`config.mk`:
```
export PLATFORM = sky130hd
export DESIGN_NAME = thread_issue_sel
export DESIGN_NICKNAME = d
export VERILOG_FILES = /design/src/rtl/tsel_pkg.sv /design/src/rtl/tsel_cfg_reg.sv /design/src/rtl/tsel_pick.sv /design/src/rtl/tsel_ptr.sv /design/src/rtl/thread_issue_sel.sv
export SDC_FILE = /design/constraint.sdc
export NUM_CORES = 1
export LEC_CHECK = 0
export BUFFER_PORTS_ARGS = -buffer_cell sky130_fd_sc_hd__buf_2
export CAP_MARGIN = 20
export CELL_PAD_IN_SITES_DETAIL_PLACEMENT = 1
export CELL_PAD_IN_SITES_GLOBAL_PLACEMENT = 1
export CORE_UTILIZATION = 28
export CTS_CLUSTER_DIAMETER = 120
export CTS_CLUSTER_SIZE = 12
export DETAILED_ROUTE_END_ITERATION = 10
export PLACE_DENSITY = 0.71
export SYNTH_ARGS = -nofsm -noshare
export SYNTH_HDL_FRONTEND = slang
export SYNTH_SLANG_ARGS = --single-unit
```
`constraint.sdc`:
```
create_clock -name clk -period 2.05 [get_ports clk]
set_input_delay 0.205 -clock clk [delete_from_list [all_inputs] [get_ports clk]]
set_output_delay 0.205 -clock clk [all_outputs]
set_load 0.02 [all_outputs]
```
`src/rtl/tsel_pkg.sv`:
```
package tsel_pkg;

    typedef enum logic {
        POL_ROTATE = 1'b0,
        POL_PREFER = 1'b1
    } policy_e;

    typedef struct packed {
        policy_e    mode;
        logic [7:0] pref;
    } tsel_cfg_t;

    function automatic int unsigned wrap_next(int unsigned v, int unsigned n);
        return (v + 1 >= n) ? 0 : v + 1;
    endfunction

endpackage

```
`src/rtl/tsel_cfg_reg.sv`:
```
module tsel_cfg_reg
    import tsel_pkg::*;
#(
    parameter int IDX_W = 2
) (
    input  logic             clk,
    input  logic             rst,
    input  logic             wr_en,
    input  policy_e          mode_in,
    input  logic [IDX_W-1:0] pref_in,
    output policy_e          mode_q,
    output logic [IDX_W-1:0] pref_q
);

    always_ff @(posedge clk) begin
        if (rst) begin
            mode_q <= POL_ROTATE;
            pref_q <= '0;
        end else if (wr_en) begin
            mode_q <= mode_in;
            pref_q <= pref_in;
        end
    end

    AST_CFG_LOAD: assert property (@(posedge clk) disable iff (rst)
        wr_en |=> (mode_q == $past(mode_in)) && (pref_q == $past(pref_in)));
    AST_CFG_KEEP: assert property (@(posedge clk) disable iff (rst)
        !wr_en |=> $stable(mode_q) && $stable(pref_q));

endmodule

```
`src/rtl/tsel_pick.sv`:
```
module tsel_pick
    import tsel_pkg::*;
#(
    parameter int N_THR = 4,
    parameter int IDX_W = 2
) (
    input  logic             clk,
    input  logic             rst,
    input  logic [N_THR-1:0] elig,
    input  logic [IDX_W-1:0] ptr,
    input  policy_e          mode,
    input  logic [IDX_W-1:0] pref,
    output logic [N_THR-1:0] oh,
    output logic [IDX_W-1:0] idx,
    output logic             vld
);

    logic pref_hit;

    always_comb begin
        pref_hit = 1'b0;
        if (mode == POL_PREFER && int'(pref) < N_THR)
            pref_hit = elig[pref];
    end

    always_comb begin
        logic found;
        logic [IDX_W-1:0] sel;
        found = 1'b0;
        sel   = '0;
        for (int k = 0; k < N_THR; k++) begin
            int c;
            c = int'(ptr) + k;
            if (c >= N_THR) c = c - N_THR;
            if (!found && elig[c]) begin
                found = 1'b1;
                sel   = c[IDX_W-1:0];
            end
        end
        if (pref_hit) begin
            found = 1'b1;
            sel   = pref;
        end
        vld = found;
        idx = sel;
        oh  = found ? (N_THR'(1) << sel) : '0;
    end

    AST_PREF_FIRST: assert property (@(posedge clk) disable iff (rst)
        (mode == POL_PREFER && int'(pref) < N_THR && elig[pref]) |-> (idx == pref));
    AST_ROT_AT_PTR: assert property (@(posedge clk) disable iff (rst)
        (mode == POL_ROTATE && elig[ptr]) |-> (idx == ptr));

endmodule

```
`src/rtl/tsel_ptr.sv`:
```
module tsel_ptr
    import tsel_pkg::*;
#(
    parameter int N_THR = 4,
    parameter int IDX_W = 2
) (
    input  logic             clk,
    input  logic             rst,
    input  logic             adv,
    input  logic [IDX_W-1:0] won_idx,
    output logic [IDX_W-1:0] ptr_q
);

    logic [IDX_W-1:0] nxt;

    always_comb begin
        int unsigned w;
        w   = wrap_next(int'(won_idx), N_THR);
        nxt = w[IDX_W-1:0];
    end

    always_ff @(posedge clk) begin
        if (rst)      ptr_q <= '0;
        else if (adv) ptr_q <= nxt;
    end

    AST_PTR_HOLD: assert property (@(posedge clk) disable iff (rst)
        !adv |=> $stable(ptr_q));
    AST_PTR_WRAP: assert property (@(posedge clk) disable iff (rst)
        (adv && int'(won_idx) == N_THR - 1) |=> (ptr_q == '0));

endmodule

```
`src/rtl/thread_issue_sel.sv`:
```
module thread_issue_sel
    import tsel_pkg::*;
#(
    parameter int N_THR = 4,
    localparam int IDX_W = (N_THR > 1) ? $clog2(N_THR) : 1
) (
    input  logic             clk,
    input  logic             rst,
    input  logic [N_THR-1:0] thr_ready,
    input  logic [N_THR-1:0] thr_stall,
    input  logic             cfg_wr,
    input  logic             cfg_mode,
    input  logic [IDX_W-1:0] cfg_pref,
    output logic [N_THR-1:0] grant_oh,
    output logic [IDX_W-1:0] grant_idx,
    output logic             grant_vld
);

    logic [N_THR-1:0] elig;
    policy_e          mode_q;
    logic [IDX_W-1:0] pref_q;
    logic [IDX_W-1:0] ptr_q;

    assign elig = thr_ready & ~thr_stall;

    tsel_cfg_reg #(.IDX_W(IDX_W)) u_cfg (
        .clk     (clk),
        .rst     (rst),
        .wr_en   (cfg_wr),
        .mode_in (policy_e'(cfg_mode)),
        .pref_in (cfg_pref),
        .mode_q  (mode_q),
        .pref_q  (pref_q)
    );

    tsel_pick #(.N_THR(N_THR), .IDX_W(IDX_W)) u_pick (
        .clk  (clk),
        .rst  (rst),
        .elig (elig),
        .ptr  (ptr_q),
        .mode (mode_q),
        .pref (pref_q),
        .oh   (grant_oh),
        .idx  (grant_idx),
        .vld  (grant_vld)
    );

    tsel_ptr #(.N_THR(N_THR), .IDX_W(IDX_W)) u_ptr (
        .clk     (clk),
        .rst     (rst),
        .adv     (grant_vld),
        .won_idx (grant_idx),
        .ptr_q   (ptr_q)
    );

    AST_GRANT_SHAPE: assert property (@(posedge clk) disable iff (rst)
        $onehot0(grant_oh) && (grant_vld == (|grant_oh)));
    AST_WORK_KEEP: assert property (@(posedge clk) disable iff (rst)
        (|(thr_ready & ~thr_stall)) |-> grant_vld);
    AST_NO_STALLED: assert property (@(posedge clk) disable iff (rst)
        grant_vld |-> (thr_ready[grant_idx] && !thr_stall[grant_idx]));
    AST_IDLE_ZERO: assert property (@(posedge clk) disable iff (rst)
        !grant_vld |-> (grant_idx == '0));

endmodule

```
==> impl_metrics.json, run 1 <==
{
  "cts_sinks": 5,
  "holdPathEnd": "u_ptr.ptr_q[0]",
  "timing.hold.ws_ns": 0.1981,
  "worst_setup_path_start_kind": "register",
  "fmax_mhz": 433.3,
  "hpwl_um": 1012,
  "r2r_end": "u_ptr.ptr_q[1]",
  "hp-class": "input pin to register",
  "diodes": 0,
  "finalHoldViolCount": 0,
  "worstMarginPinSlew_ns": 0.3051,
  "comb_power_share": 0.490,
  "final_core_util": 0.4708,
  "overflow": 0,
  "postSynthAreaPerCell_um2": 9.249,
  "hold_depth": 2,
  "drt_wl_total_um": 1333,
  "clockPowerShare": 0.244,
  "synth_xor_area_frac": 0,
  "pin_count": 21,
  "hold_start": "rst",
  "sw_frac_of_total": 0.3539,
  "pre_cts_slack_ns": -0.1599,
  "post_cts_buffers": 0,
  "critPathKind": "register to output port",
  "period_minus_slack_ns": 2.308,
  "fp.dieW_um": 43.05,
  "cts_tree": "done",
  "cts.htree.levels": 1,
  "finalNetCount": 102,
  "drive_gt1_frac": 0.5422,
  "total_power_uw": 463.8,
  "antenna_found_initial": 0,
  "num_vias": 506,
  "r2r_setup_slack_ns": 0.07,
  "outcome": "finished, violations left",
  "synth.top_cells.by_area": "dfxtp_1 (21%), ha_1 (11%), mux2i_1 (11%)",
  "area_growth_syn_to_layout_pct": 53.85,
  "holdBufCountCts": 0,
  "route.detailed.drc": 0,
  "synth_fp_nets": 69,
  "wl_per_cell_um": 13.46,
  "first_iter_violations": 5,
  "synth_top_area_cell": "dfxtp_1",
  "arrival_ns": 2.10,
  "cts_buffers": 3,
  "grt_pass1_vias": 511,
  "ant_nets": 0,
  "max-clock-path-buffers": 2,
  "p_leak_nw": 0.3445,
  "period_share": 1.126,
  "insertion_delay_ns": 0.24,
  "die_h_um": 43.05,
  "path_max_fanout": 3,
  "synthAdderAreaFrac": 0.1061,
  "grt_usage": 0.1558,
  "dr.pass1.iters": 2,
  "r2r_cells": 6,
  "violations": "setup timing",
  "clk_pin_slew_ns": 0.04,
  "synth-simple-area-share": 0.2626,
  "via_per_inst": 5.111,
  "powerDensity_mw_per_mm2": 639.1,
  "slew_headroom": 0.7962,
  "ys_seq_elements": 5,
  "crit_path_end_kind": "output port",
  "ys_seq_area_frac": 0.2122,
  "initial_core_util": 0.3060,
  "synth_compound_area_frac": 0.2334,
  "netlist_area_um2": 471.7,
  "rsz0062_at_grt": "yes",
  "intPower_uw": 299.7,
  "synth_top_cell_area_share": 0.2122,
  "r2r_start": "u_cfg.pref_q[1]",
  "num_rows": 14,
  "core_area_mm2": 0.001541,
  "synth.area.mux_share": 0.1538,
  "ys.warnings.count": 0,
  "seqPwrFrac": 0.267,
  "drv_cap": 0,
  "peakVddDrop_mv": 0.3269,
  "grt_pass1_wl_um": 2166,
  "p_switching_uw": 164.1,
  "io_buffers": 20,
  "drv_slew": 0,
  "fin_ws_ns": -0.2577,
  "cts-root-buf": "clkbuf_4",
  "grt_max_degree": 7,
  "finClkSkew_ns": 0.002769,
  "yosysUniqueCellTypes": 27,
  "syn_inst": 51,
  "place.gp.congestion": 0.7052,
  "setup_viol": 4,
  "die_area_mm2": 0.001853,
  "synth_top_family_by_area": "simple AND/OR/NAND/NOR gates",
  "crit_required_ns": 1.85
}
kinds of logic (layout without fill, tap and decap cells):
family / count (synthesis) / count (layout)
flops: 5 / 5
buf+inv: 2 / 34
mux: 6 / 6
simple gates: 21 / 21
compound gates: 13 / 13
fa+ha+maj: 4 / 4
what timing repair did:
item,CTS,global route
resized for setup,12,1
setup endpoints to repair,6,6
pin swaps,3,3
hold endpoints to repair,0,0
critical path, cell delays in order, from the launching register on:
cell	delay, ns
dfxtp_2	0.33
mux4_2	0.53
o221a_4	0.29
a32o_2	0.28
ha_2	0.17
and2_4	0.14
buf_6	0.12
layout by cell type, fill, tap and decap left out, types with 3 or more instances in the layout:
master and count:
buf_2 16, buf_4 11, clkbuf_4 3, dfxtp_1 4
mux2i_1 5, nand2b_1 3, nor2_1 5
registers in the layout, summed over array words and instances, names as in the netlist:
name	flops
u_cfg.pref_q	2
u_ptr.ptr_q	2
u_cfg.mode_q	1
worst max path at each step:
stage / from / cells after the start / to / slack (ns)
floorplan: thr_stall[0] / 7 / grant_oh[1] / -0.06
global placement: thr_stall[1] / 8 / grant_oh[1] / -0.13
detailed placement: thr_stall[1] / 8 / grant_oh[1] / -0.16
CTS: u_cfg.pref_q[1] / 6 / grant_oh[1] / -0.29
global route: u_cfg.pref_q[1] / 6 / grant_oh[1] / -0.32
finish: u_cfg.pref_q[1] / 6 / grant_oh[1] / -0.26
area by class of cell:
type,count,area [um^2]
sequential,5,101.3
multi-input combinational,44,389.1
clock buffer,4,26.28
inverter,1,3.754
timing repair buffer,29,185.2
tap,16,20.02
fill,193,815.8
synthesized netlist by cell type:
| master | instances |
|---|---|
| o31a_1 | 1 |
| a32o_1 | 1 |
| o31ai_1 | 1 |
| o21a_1 | 1 |
| nor2b_1 | 2 |
| a21bo_2 | 1 |
| nand3_1 | 2 |
| o22ai_1 | 2 |
| buf_6 | 1 |
| nor2_1 | 5 |
| o21ai_0 | 1 |
| a21oi_1 | 1 |
| o221a_1 | 1 |
| and2_1 | 4 |
| ha_1 | 4 |
| a32oi_1 | 1 |
| mux4_2 | 1 |
| and3b_1 | 1 |
| dfxtp_1 | 5 |
| nand2b_1 | 3 |
| inv_1 | 1 |
| a221oi_2 | 1 |
| mux2i_1 | 5 |
| o22a_1 | 1 |
| nand2_1 | 1 |
| nand4_1 | 2 |
| nand2b_4 | 1 |
routing by layer:
layer | wire (um) | vias to the layer above | global-route usage
met1 | 640 | 232 | 0.1954
met3 | 50 | 0 | 0.01277
met2 | 642 | 14 | 0.2667
met4 | 0 | 0 | 0.07273
met5 | 0 | - | 0
li1 | - | 260 | -
metrics by stage:
step	TNS (ns)	std cells	cell area [um^2]
2_1_floorplan	-0.1137	51	478.0
3_3_place_gp	-0.4918	95	654.4
3_5_place_dp	-0.6535	95	654.4
4_1_cts	-1.126	99	716.9
5_1_grt	-1.269	99	725.7
6_report	-0.9160	99	725.7
power by group through the flow:
stage	logic, mW	clock network, mW	registers [mW]
after floorplan	0.126	0	0.121
after global placement	0.193	0	0.124
after detailed placement	0.197	0	0.124
after CTS	0.221	0.119	0.123
after global routing	0.247	0.122	0.126
final	0.227	0.113	0.124
Power figures use the tool's default switching activity.
==> run 2: changes to the inputs <==
--- a/config.mk
+++ b/config.mk
@@ -9,11 +9,11 @@
 export CAP_MARGIN = 20
 export CELL_PAD_IN_SITES_DETAIL_PLACEMENT = 1
 export CELL_PAD_IN_SITES_GLOBAL_PLACEMENT = 1
-export CORE_UTILIZATION = 28
+export CORE_UTILIZATION = 31
 export CTS_CLUSTER_DIAMETER = 120
 export CTS_CLUSTER_SIZE = 12
 export DETAILED_ROUTE_END_ITERATION = 10
-export PLACE_DENSITY = 0.71
+export PLACE_DENSITY = 0.83
 export SYNTH_ARGS = -nofsm -noshare
 export SYNTH_HDL_FRONTEND = slang
 export SYNTH_SLANG_ARGS = --single-unit
==> constraint.sdc (replaced) <==
create_clock -name clk -period 2.16 [get_ports clk]
set_input_delay 0.216 -clock clk [delete_from_list [all_inputs] [get_ports clk]]
set_output_delay 0.216 -clock clk [all_outputs]
set_load 0.02 [all_outputs]
==> impl_metrics.json, run 2 (synthesized netlist as in run 1, its figures left out) <==
{
  "outcome": "finished, violations left",
  "violations": "setup timing",
  "io_buffers": 20,
  "pin_count": 21,
  "p_leak_nw": 0.3472,
  "critPathKind": "register to output port",
  "setup_viol": 4,
  "critPathTopFamily": "compound AO/OA/AOI/OAI gates",
  "slowest_stage": "mux4_2",
  "startpoint": "u_cfg.pref_q[1]",
  "arrival_ns": 2.11,
  "final_cell_mix": "buf_2 (16), buf_4 (13), mux2i_1 (5)",
  "dr.pass1.iters": 2,
  "worstMarginPinSlew_ns": 0.4487,
  "critical-path-max-stage-delay_ns": 0.51,
  "worst_setup_path_start_kind": "register",
  "fmax_mhz": 430.1,
  "area_growth_syn_to_layout_pct": 54.91,
  "cts_tree": "done",
  "cts.htree.levels": 1,
  "ant_nets": 0,
  "drt_wl_total_um": 1453,
  "hold_start": "rst",
  "finalNetCount": 104,
  "fin_ws_ns": -0.1648,
  "critPathBufInv": 1,
  "finalHoldViolCount": 0,
  "drv_cap": 0,
  "initial_core_util": 0.3494,
  "hpwl_um": 1145,
  "holdBufCountCts": 0,
  "place.gp.congestion": 0.7612,
  "final_common_cell": "buf_2",
  "antenna_found_initial": 0,
  "top_regs": "u_cfg.pref_q (2), u_ptr.ptr_q (2), u_cfg.mode_q (1)",
  "slew_headroom": 0.6983,
  "first_iter_violations": 1,
  "dp.cells": 93,
  "via_per_inst": 5.460,
  "hp-class": "input pin to register",
  "crit_path_end_kind": "output port",
  "cts_sinks": 5,
  "path_max_fanout": 3,
  "die_area_mm2": 0.001681,
  "pre_cts_slack_ns": -0.1317,
  "period_minus_slack_ns": 2.325,
  "overflow": 0,
  "peakVddDrop_mv": 0.3555,
  "layout.cells.non_filler": 100,
  "total_power_uw": 445.8,
  "die_h_um": 41.01,
  "num_vias": 546,
  "path_cells": "mux4_2, o221a_1, a32o_2, ha_2, and2_1, buf_6",
  "max-clock-path-buffers": 2,
  "num_rows": 13,
  "powerDensity_mw_per_mm2": 610.1,
  "insertion_delay_ns": 0.25,
  "drive_gt1_frac": 0.5294,
  "r2r_start": "u_cfg.pref_q[1]",
  "rsz0062_at_grt": "yes",
  "grt_pass1_wl_um": 2097,
  "cts-root-buf": "clkbuf_4",
  "cts_buffers": 3,
  "core_area_mm2": 0.001350,
  "grt_pass1_vias": 541,
  "diodes": 0,
  "timing.hold.ws_ns": 0.1999,
  "grt_max_degree": 7,
  "fillCellCount": 176,
  "fp.dieW_um": 41.01,
  "grt_usage": 0.1946,
  "route.detailed.drc": 0,
  "wl_per_cell_um": 14.53,
  "drv_slew": 0,
  "period_share": 1.076,
  "clk_pin_slew_ns": 0.05,
  "finClkSkew_ns": 0.005666,
  "crit_required_ns": 1.94
}
## run 2: cell count changes in the layout (fill, tap and decap cells not counted)
cell	previous run	this run
o31ai_2	1	0
and2_1	2	3
o31ai_1	0	1
and2_4	2	1
nor2_4	0	1
o221a_1	0	1
o221a_4	1	0
nor2_1	5	4
buf_4	11	13
## run 2: area by class of cell
type	count	area (um^2)	area share
clock buffers	4	26.28	0.03596
well taps	15	18.77	0.02568
inverters	1	3.754	0.005137
repair buffers	31	200.2	0.2740
multi-input cells	44	380.4	0.5205
flip-flops and latches	5	101.3	0.1387
## run 2: path summary, 6_finish.rpt
check / end / slack, ns / depth (start not counted)
setup / recovery: grant_oh[1] / -0.16 / 6
hold / removal: u_cfg.pref_q[1] / 0.20 / 2
setup reg to reg: u_ptr.ptr_q[1] / 0.17 / 6
hold reg to reg: u_cfg.mode_q / 0.54 / 2
## run 2: per-layer routing
layer | global-route usage | wire (um) | share of wire | vias up
met4 | 0.1417 | 15 | 0.010 | 0
met3 | 0.03261 | 52 | 0.036 | 2
li1 | - | - | - | 262
met5 | 0 | 0 | 0 | -
met2 | 0.3633 | 827 | 0.57 | 19
met1 | 0.1869 | 557 | 0.38 | 263
## run 2: what timing repair did
action,CTS,global route
hold endpoints to repair,0,0
endpoints found under the setup margin,4,4
gates cloned,0,0
gates resized for setup,8,5
pin swaps,3,2
setup buffers,2,1
## run 2: metrics by stage
stage | instance area, um^2 | utilization | setup TNS (ns)
5_1_grt | 730.7 | 0.5412 | -0.8562
6_report | 730.7 | 0.5412 | -0.4781
2_1_floorplan | 473.0 | - | 0
4_1_cts | 703.2 | 0.5209 | -0.7668
3_3_place_gp | 640.6 | 0.4745 | -0.1431
3_5_place_dp | 640.6 | 0.4745 | -0.4284
## run 2: power by group
group          total (mW)  switching (mW)  internal, mW
clock network       0.113          0.0431        0.0701
logic               0.216           0.106         0.110
registers           0.116          0.0132         0.103
total               0.446           0.162         0.284
